<file path="config.mk">
export PLATFORM = sky130hd
export DESIGN_NAME = cfg_store
export DESIGN_NICKNAME = d
export VERILOG_FILES = /design/src/rtl/cfgs_pkg.sv /design/src/rtl/cfgs_check.sv /design/src/rtl/cfgs_pair.sv /design/src/rtl/cfgs_bank.sv /design/src/rtl/cfg_store.sv
export SDC_FILE = /design/constraint.sdc
export NUM_CORES = 1
export LEC_CHECK = 0
export BUFFER_PORTS_ARGS = -buffer_cell sky130_fd_sc_hd__buf_2
export CORE_AREA = 2 2 110 112
export CTS_BUF_LIST = sky130_fd_sc_hd__clkbuf_8
export CTS_CLUSTER_DIAMETER = 50
export DETAILED_ROUTE_END_ITERATION = 6
export DIE_AREA = 0 0 112 114
export GPL_TIMING_DRIVEN = 0
export HOLD_SLACK_MARGIN = 0.03
export PLACE_DENSITY_LB_ADDON = 0.1
export SKIP_CTS_REPAIR_TIMING = 1
export SYNTH_ARGS = -nofsm -noshare
export SYNTH_HDL_FRONTEND = slang
export SYNTH_SLANG_ARGS = --single-unit
</file>
<file path="constraint.sdc">
create_clock -name clk -period 4.25 [get_ports clk]
set_clock_uncertainty 0.05 [all_clocks]
set_input_delay 0.425 -clock clk [delete_from_list [all_inputs] [get_ports clk]]
set_output_delay 0.425 -clock clk [all_outputs]
set_load 0.005 [all_outputs]
</file>
<file path="src/rtl/cfgs_pkg.sv">
package cfgs_pkg;

    typedef enum logic [4:0] {
        SL_PRI, SL_VST, SL_ACC, SL_BRK, SL_VER, SL_MFG, SL_PWM, SL_TMO,
        SL_EXH, SL_EXL, SL_CON, SL_CFA, SL_CFL, SL_CAC, SL_CBR, SL_CFG,
        SL_NONE
    } slot_e;

    localparam int NSLOT = 16;
    localparam logic [7:0] MFG_CODE  = 8'd141;
    localparam logic [7:0] RESTORE_K = 8'd8;
    localparam logic [7:0] PWM_LIMIT = 8'd230;
    localparam logic [7:0] HI_MIN    = 8'hC0;
    localparam logic [7:0] HI_MAX    = 8'hE7;
    localparam logic [7:0] PRI_MAX   = 8'd127;
    localparam int         LONG_BIT  = 5;

    function automatic slot_e idx2slot(input logic [31:0] i);
        case (i)
            32'd1:   return SL_PRI;
            32'd2:   return SL_VST;
            32'd3:   return SL_ACC;
            32'd4:   return SL_BRK;
            32'd7:   return SL_VER;
            32'd8:   return SL_MFG;
            32'd9:   return SL_PWM;
            32'd11:  return SL_TMO;
            32'd17:  return SL_EXH;
            32'd18:  return SL_EXL;
            32'd19:  return SL_CON;
            32'd21:  return SL_CFA;
            32'd22:  return SL_CFL;
            32'd23:  return SL_CAC;
            32'd24:  return SL_CBR;
            32'd29:  return SL_CFG;
            default: return SL_NONE;
        endcase
    endfunction

    function automatic logic [7:0] slot_dflt(input slot_e s, input logic [7:0] ver);
        case (s)
            SL_PRI:  return 8'd3;
            SL_VST:  return 8'd7;
            SL_PWM:  return 8'd180;
            SL_EXH:  return 8'hC0;
            SL_VER:  return ver;
            SL_MFG:  return MFG_CODE;
            default: return 8'd0;
        endcase
    endfunction

endpackage

</file>
<file path="src/rtl/cfgs_check.sv">
module cfgs_check
    import cfgs_pkg::*;
#(
    parameter int IDX_W = 10
) (
    input  logic             req_ops,
    input  logic [IDX_W-1:0] req_index,
    input  logic [7:0]       req_data,
    input  logic             long_en,
    input  logic             pend,
    output slot_e            slot,
    output logic             legal,
    output logic             is_hi,
    output logic             is_lo,
    output logic             is_restore,
    output logic             is_pri
);
    logic pair_locked;

    always_comb begin
        slot        = idx2slot(32'(req_index));
        pair_locked = req_ops && long_en;
        legal       = 1'b0;
        is_hi       = 1'b0;
        is_lo       = 1'b0;
        is_restore  = 1'b0;
        is_pri      = 1'b0;
        unique case (slot)
            SL_PRI: begin
                legal  = !req_ops && (req_data != 8'd0) && (req_data <= PRI_MAX);
                is_pri = legal;
            end
            SL_VER:  legal = 1'b0;
            SL_MFG: begin
                is_restore = (req_data == RESTORE_K);
                legal      = is_restore;
            end
            SL_PWM:  legal = (req_data <= PWM_LIMIT);
            SL_EXH: begin
                legal = !pair_locked && (req_data >= HI_MIN) && (req_data <= HI_MAX);
                is_hi = legal;
            end
            SL_EXL: begin
                legal = !pair_locked && pend;
                is_lo = legal;
            end
            SL_NONE: legal = 1'b0;
            default: legal = 1'b1;
        endcase
    end
endmodule

</file>
<file path="src/rtl/cfgs_pair.sv">
module cfgs_pair (
    input  logic       clk,
    input  logic       rst_n,
    input  logic       req_valid,
    input  logic       hi_ok,
    input  logic [7:0] hi_data,
    output logic       pend,
    output logic [7:0] stage
);
    typedef enum logic {PR_IDLE, PR_ARMED} pr_state_e;
    pr_state_e st_q, st_d;

    always_comb begin
        st_d = st_q;
        unique case (st_q)
            PR_IDLE:  if (req_valid && hi_ok) st_d = PR_ARMED;
            PR_ARMED: if (req_valid && !hi_ok) st_d = PR_IDLE;
            default:  st_d = PR_IDLE;
        endcase
    end

    always_ff @(posedge clk) begin
        if (!rst_n) st_q <= PR_IDLE;
        else        st_q <= st_d;
    end

    always_ff @(posedge clk) begin
        if (!rst_n)                 stage <= 8'd0;
        else if (req_valid && hi_ok) stage <= hi_data;
    end

    assign pend = (st_q == PR_ARMED);
endmodule

</file>
<file path="src/rtl/cfgs_bank.sv">
module cfgs_bank
    import cfgs_pkg::*;
#(
    parameter logic [7:0] VERSION = 8'd1
) (
    input  logic                  clk,
    input  logic                  rst_n,
    input  logic                  we,
    input  slot_e                 slot,
    input  logic [7:0]            data,
    input  logic                  pair_we,
    input  logic [7:0]            hi_byte,
    input  logic                  pri_side,
    input  logic                  restore,
    output logic [NSLOT-1:0][7:0] store_q
);
    for (genvar g = 0; g < NSLOT; g++) begin : g_slot
        localparam slot_e ME = slot_e'(g);
        localparam logic [7:0] DFLT = slot_dflt(ME, VERSION);
        always_ff @(posedge clk) begin
            if (!rst_n || restore)                   store_q[g] <= DFLT;
            else if (pair_we && ME == SL_EXH)        store_q[g] <= hi_byte;
            else if (pair_we && ME == SL_EXL)        store_q[g] <= data;
            else if (we && slot == ME)               store_q[g] <= data;
            else if (pri_side && ME == SL_CON)       store_q[g] <= 8'd0;
            else if (pri_side && ME == SL_CFG)       store_q[g][LONG_BIT] <= 1'b0;
        end
    end
endmodule

</file>
<file path="src/rtl/cfg_store.sv">
module cfg_store
    import cfgs_pkg::*;
#(
    parameter int         IDX_W   = 10,
    parameter logic [7:0] VERSION = 8'd1
) (
    input  logic             clk,
    input  logic             rst_n,
    input  logic             req_valid,
    input  logic             req_ops,
    input  logic [IDX_W-1:0] req_index,
    input  logic [7:0]       req_data,
    output logic             rsp_valid,
    output logic             rsp_accept,
    input  logic [IDX_W-1:0] rd_index,
    output logic [7:0]       rd_data
);
    slot_e                 slot, rd_slot;
    logic                  legal, is_hi, is_lo, is_restore, is_pri;
    logic                  pend, hit;
    logic [7:0]            stage;
    logic [NSLOT-1:0][7:0] store_q;

    cfgs_check #(.IDX_W(IDX_W)) u_check (
        .req_ops    (req_ops),
        .req_index  (req_index),
        .req_data   (req_data),
        .long_en    (store_q[SL_CFG][LONG_BIT]),
        .pend       (pend),
        .slot       (slot),
        .legal      (legal),
        .is_hi      (is_hi),
        .is_lo      (is_lo),
        .is_restore (is_restore),
        .is_pri     (is_pri)
    );

    cfgs_pair u_pair (
        .clk       (clk),
        .rst_n     (rst_n),
        .req_valid (req_valid),
        .hi_ok     (is_hi),
        .hi_data   (req_data),
        .pend      (pend),
        .stage     (stage)
    );

    assign hit = req_valid && legal;

    cfgs_bank #(.VERSION(VERSION)) u_bank (
        .clk      (clk),
        .rst_n    (rst_n),
        .we       (hit && !is_hi && !is_lo && !is_restore),
        .slot     (slot),
        .data     (req_data),
        .pair_we  (hit && is_lo),
        .hi_byte  (stage),
        .pri_side (hit && is_pri),
        .restore  (hit && is_restore),
        .store_q  (store_q)
    );

    always_ff @(posedge clk) begin
        if (!rst_n) begin
            rsp_valid  <= 1'b0;
            rsp_accept <= 1'b0;
        end else begin
            rsp_valid  <= req_valid;
            rsp_accept <= hit;
        end
    end

    always_comb begin
        rd_slot = idx2slot(32'(rd_index));
        rd_data = (rd_slot == SL_NONE) ? 8'd0 : store_q[rd_slot[3:0]];
    end
endmodule

</file>
==> After elaboration in Yosys (flattened, before gate mapping) <==
Memory sizes are Yosys's and may differ from the RTL's.
Cells that the tools add are included.
Widths: inputs -> output; s select.
{ "totals": {"mem_count": 2, "mem_bits_ro": 320, "out_inout_bits": 10, "ff_bits": 139, "input_bits": 32, "word_cells": 115} }
{ "classes": {"magnitude_cmp": 5, "eq_ne": 18, "mux": 21, "n_bitwise": 1, "reduce_logical": 47} }
{ "mem_list": {"columns": ["name", "words", "width", "read_ports", "rd_ports_with_merged_regs", "wr", "line_no", "rtl"], "rows": [
  ["(name not given)", 32, 5, 1, 0, 0, "cfgs_pkg.sv:19", "case (i)"],
  ["(name not given)", 32, 5, 1, 0, 0, "cfgs_pkg.sv:19", null]
]} }
{ "op_table": {"columns": ["operator", "n"], "rows": [
  ["$mux 8", 8],
  ["$eq 5x4->1 const B", 8],
  ["$bmux 8 s4", 1],
  ["$logic_and 1x1->1", 31],
  ["$eq 5x3->1 const B", 4],
  ["$le 8x8->1 const B", 2],
  ["$logic_not 5->1", 3],
  ["$eq 5x2->1 const B", 2],
  ["$eq 5x5->1 const B", 2],
  ["$mux 5", 2],
  ["$eq 8x4->1 const B", 1],
  ["$ge 8x8->1 const B", 1],
  ["$le 8x7->1 const B", 1],
  ["$mux 1", 8],
  ["$reduce_bool 2->1", 4],
  ["$reduce_bool 8->1", 1],
  ["$logic_not 1->1", 6],
  ["$pmux 1 s6", 1],
  ["$eq 5x1->1 const B", 1],
  ["$lt 4x5->1 const B", 1],
  ["$pmux 1 s2", 1],
  ["$reduce_or 2->1", 1],
  ["$logic_or 1x1->1", 1],
  ["$not 1->1", 1]
]} }

==> Logic depth before layout (Yosys ltp) <==
{ "depth": {"depth_word": 12, "depth_mapped": 12, "mapped_depth_nobuf": 9} }

==> Hierarchy <==
From an unflattened synthesis, not the netlist that was laid out.
{ "hier_totals": {"hier_cells": 908, "hier_area_um2": 7658.6} }
{ "modules_own_cells": {"columns": ["module", "area_per_inst_um2", "cells_each", "seq_area_each_um2", "instances"], "rows": [
  ["cfgs_bank", 4946.0, 543, 2562.5, 1],
  ["cfg_store", 1764.2, 244, 40.0, 1],
  ["cfgs_check", 588.1, 80, 0.0, 1],
  ["cfgs_pair", 360.3, 41, 180.2, 1]
]} }

==> Worst setup path after synthesis <==
Ideal clock, no wire load.
{ "synth_timing": {"path_type": "in2out", "start": "in rd_index[0]", "end": "out rd_data[5]", "n_path_buf": 1, "arrival_ps": 2827, "cell_stages": 10, "path_slack_ps": 948, "required_time_ps": 3775, "cell_sequence": "inv_1 -> ha_1 -> mux2_2 -> mux4_2 -> and2_1 -> buf_2 -> o41ai_2 -> nor2_1 -> and3_1 -> a221o_1"} }
{ "synth_between": {"elab_chain_len": 5, "word_cells_on_any_way": 6, "classes_between": "eq/ne (1); mux (4); memory (1)"} }
{ "synth_lines": {"columns": ["item", "line_no", "rtl"], "rows": [
  ["start: declaration", "cfg_store.sv:15", "input logic [IDX_W-1:0] rd_index,"],
  ["$mem_v2 32x5 (*)", null, null],
  ["$mux 5 (*)", "cfgs_pkg.sv:19", null],
  ["$bmux 8 s4", "cfg_store.sv:75", "rd_data = (rd_slot == SL_NONE) ? 8'd0 : store_q[rd_slot[3:0]];"],
  ["$mux 8 (not written as such)", "cfg_store.sv:75", null],
  ["$mux 8 (*)", "cfg_store.sv:75", null],
  ["end: declaration", "cfg_store.sv:16", "output logic [7:0] rd_data"]
]} }
Every way passes the cells marked *; elsewhere a longest branch is shown, timed or not. The select of a mux whose other input is x is not followed.

==> Worst setup path in the final report <==
{ "layout_timing": {"start": "in rd_index[0]", "end": "out rd_data[3]"} }
Same word-level chain as after synthesis.

==> impl_metrics.csv <==
group,metric,value,unit
outcome,run_status,"finished, final reports clean",
worst_hold_path,hp-class,"in2reg",
grt,track_usage,0.3220,
finish,finalNetCount,867,
timing,setup_viol,0,
cts,cts_tree,"done",
critical_path,end_kind,"output port",
cts,clk_pin_slew,0.08,ns
finish,area_growth,10.23,%
synth,synthCells,773,
critical_path,crit_arrival,3.51,ns
grt,grt_overflow,0,
timing,tightest_slew,0.8590,ns
grt,grt_max_degree,17,
timing,maxSlewHeadroom,0.4239,
timing,holdWs,0.2367,ns
timing,tns,0,ns
critical_path,cp-start-kind,"primary input",
floorplan,floorplan.initialDensity,0.6091,
synth,netlist_area,0.007133,mm²
route,drc_errors,0,
timing,fin_crit_sh,0.9379,
pwr,finalPower,2460,µW
timing,timing.fmax,250.9,MHz
floorplan,coreArea,0.01171,mm²
route,wire_per_inst,20.18,µm
synth,ys_seq_elements,139,
critical_path,cp.required,3.77,ns
place,dpl.hpwl,14.20,mm
cts,numClockSinks,139,
cts,cts_made_buffers,17,
synth,yosysTopAreaCell,"dfxtp_1",
pwr,p_leak,0.003115,µW
place,gp_congestion,0.9435,
synth,postSynth.asyncResetShare,0,
timing,final_hold_viol_count,0,
critical_path,worst-path-buf-inv,4,
critical_path,crit_family,"multiplexers",
synth,synth-edff-count,0,
finish,antenna_cells,0,
floorplan,fp.dieH,114,µm
floorplan,die_x,112,µm
route,viasPerCell,6.110,
synth,yosysWarnings,0,
synth,syn-num-nets,814,
run,drv_cap,0,
place,postPlaceCellArea,0.007487,mm²
timing,period_needed,3.986,ns
critical_path,crit_path_max_fanout,10,
cts,h-tree-depth,4,
route,wirelength,19.86,mm
route,vias,6012,
critical_path,worstSetupPathType,"in2out",
grt,grt_pass1_vias,5852,
floorplan,die_area,0.01277,mm²
critical_path,path_cells,"buf_2 > inv_1 > ha_1 > nand2_1 > mux4_2 > nor2_4 > buf_2 > mux2i_1 > mux2_2 > o22ai_1 > a221o_1 > buf_2",
synth,syn_area_per_cell,9.228,µm²
place,place_worst_setup_slack,0.1258,ns
cts,clk_latency,0.45,ns
synth,ys_seq_area_frac,0.3901,
synth,synth_ff_type,"dfxtp_1",
cts,cts_root_buffer,"clkbuf_8",
timing,rsz0062_at_grt,"false",
grt,antenna_found_initial,0,
timing,maxSlewViolCount,0,
synth,synth.distinct_cells,59,
floorplan,rows,40,
route,drtAntennaViolNets,0,
grt,grt_pass1_wl,31.55,mm
route,drt_iter0_markers,574,
pwr,vdd_ir_drop_max,0.2723,mV
cts,clockBufferDepth,2,
synth,yosys.area.top_type_share,0.3901,
finish,postLayoutCellArea,0.007863,mm²
finish,drive_above_1_share,0.1685,
synth,synth_area_leaders,"dfxtp_1, mux2i_1, nor2_1, mux2_2, nand2_1",
critical_path,crit_top_cell,"buf_2",
critical_path,slowest_stage,"mux4_2",
floorplan,io_pins,42,
place,io_buffers,34,
route,dr.pass1.iters,5,
pwr,power_density,312.9,mW/mm²
timing,setup_ws,0.2641,ns
critical_path,slowest_delay,0.53,ns
-- sequential cells by signal, summed over array words and instances (netlist names), named ones only --
name,flops
u_bank.store_q,128
rsp_accept,1
rsp_valid,1
u_pair.stage,8
-- path summary, 6_finish.rpt --
path | start | end | slack (ns) | depth (start not counted)
max reg2reg | u_bank.store_q[125] | u_bank.store_q[73] | 2.41 | 7
max | rd_index[0] | rd_data[3] | 0.26 | 12
min reg2reg | u_bank.store_q[7] | u_bank.store_q[7] | 0.40 | 2
min | req_valid | rsp_valid | 0.24 | 3
-- placed cells by master (no fill, tap or decap), drive strengths merged, types with 4 or more instances in the layout --
cell and instances:
a211oi 4, nand3 15, nand2b 10, mux2i 148, o22ai 9, nor3b 4, a2111oi 5, buf 64
a21oi 14, or2 5, o21ai 15, ha 9, nand2 65, mux2 28, nor3 10, and2 17
or3 5, o2bb2ai 14, a31oi 8, inv 13, dfxtp 139, clkbuf 56, nor2b 12, a221o 6
nor2 116, o21a 6
-- report_power, final --
part | internal [µW] | total [µW] | switching [µW]
clock network | 492 | 981 | 489
logic | 58.0 | 177 | 119
registers | 1300 | 1300 | 0.136
total | 1850 | 2460 | 608
-- final cells by class --
class	count	area, µm²
multi-input cells	558	4016
fillers	995	3849
flip-flops and latches	139	2783
plain buffers	66	317.8
clock buffers	20	275.3
well taps	147	183.9
repair buffers	34	170.2
clock inverters	10	78.83
inverters	10	37.54
-- routing by layer --
metal,track usage,share of wire,up-vias
li1,-,-,2809
met3,0.08077,0.078,58
met4,0.1333,0.033,0
met2,0.5192,0.46,231
met5,0,0,-
met1,0.4162,0.43,2914
-- cell usage after synthesis, types with 8 or more instances --
library cell	count
clkbuf_1	36
nand3_1	15
inv_1	10
and2_1	17
nand2b_1	10
mux2i_1	148
mux2_2	28
o22ai_1	9
buf_2	22
ha_1	9
nor2b_1	12
a31oi_1	8
dfxtp_1	139
o21ai_0	14
a21oi_1	14
nor2_1	112
nor3_1	9
nand2_1	65
o2bb2ai_1	14
-- metrics by stage --
stage | utilization | std cells
global placement | 0.6393 | 954
CTS | 0.6696 | 984
finish | 0.6714 | 984
floorplan | - | 773
detailed placement | 0.6393 | 954
global route | 0.6714 | 984
-- worst reg2reg max path: cells and delay by family (launching register included) --
kind                   cells  cell delay [ns]
buffers and inverters      2             0.59
and+or+nand+nor            4             0.49
muxes                      1             0.25
DFF                        1             0.35
-- cells by family after synthesis --
| group | synth area share |
|---|---|
| AOI/OAI and AO/OA | 0.1024 |
| adders and majority gates | 0.01579 |
| buffers and inverters | 0.04982 |
| DFF | 0.3901 |
| muxes | 0.2614 |
| and+or+nand+nor | 0.1805 |
No activity file was read; power rests on OpenSTA's default activity.
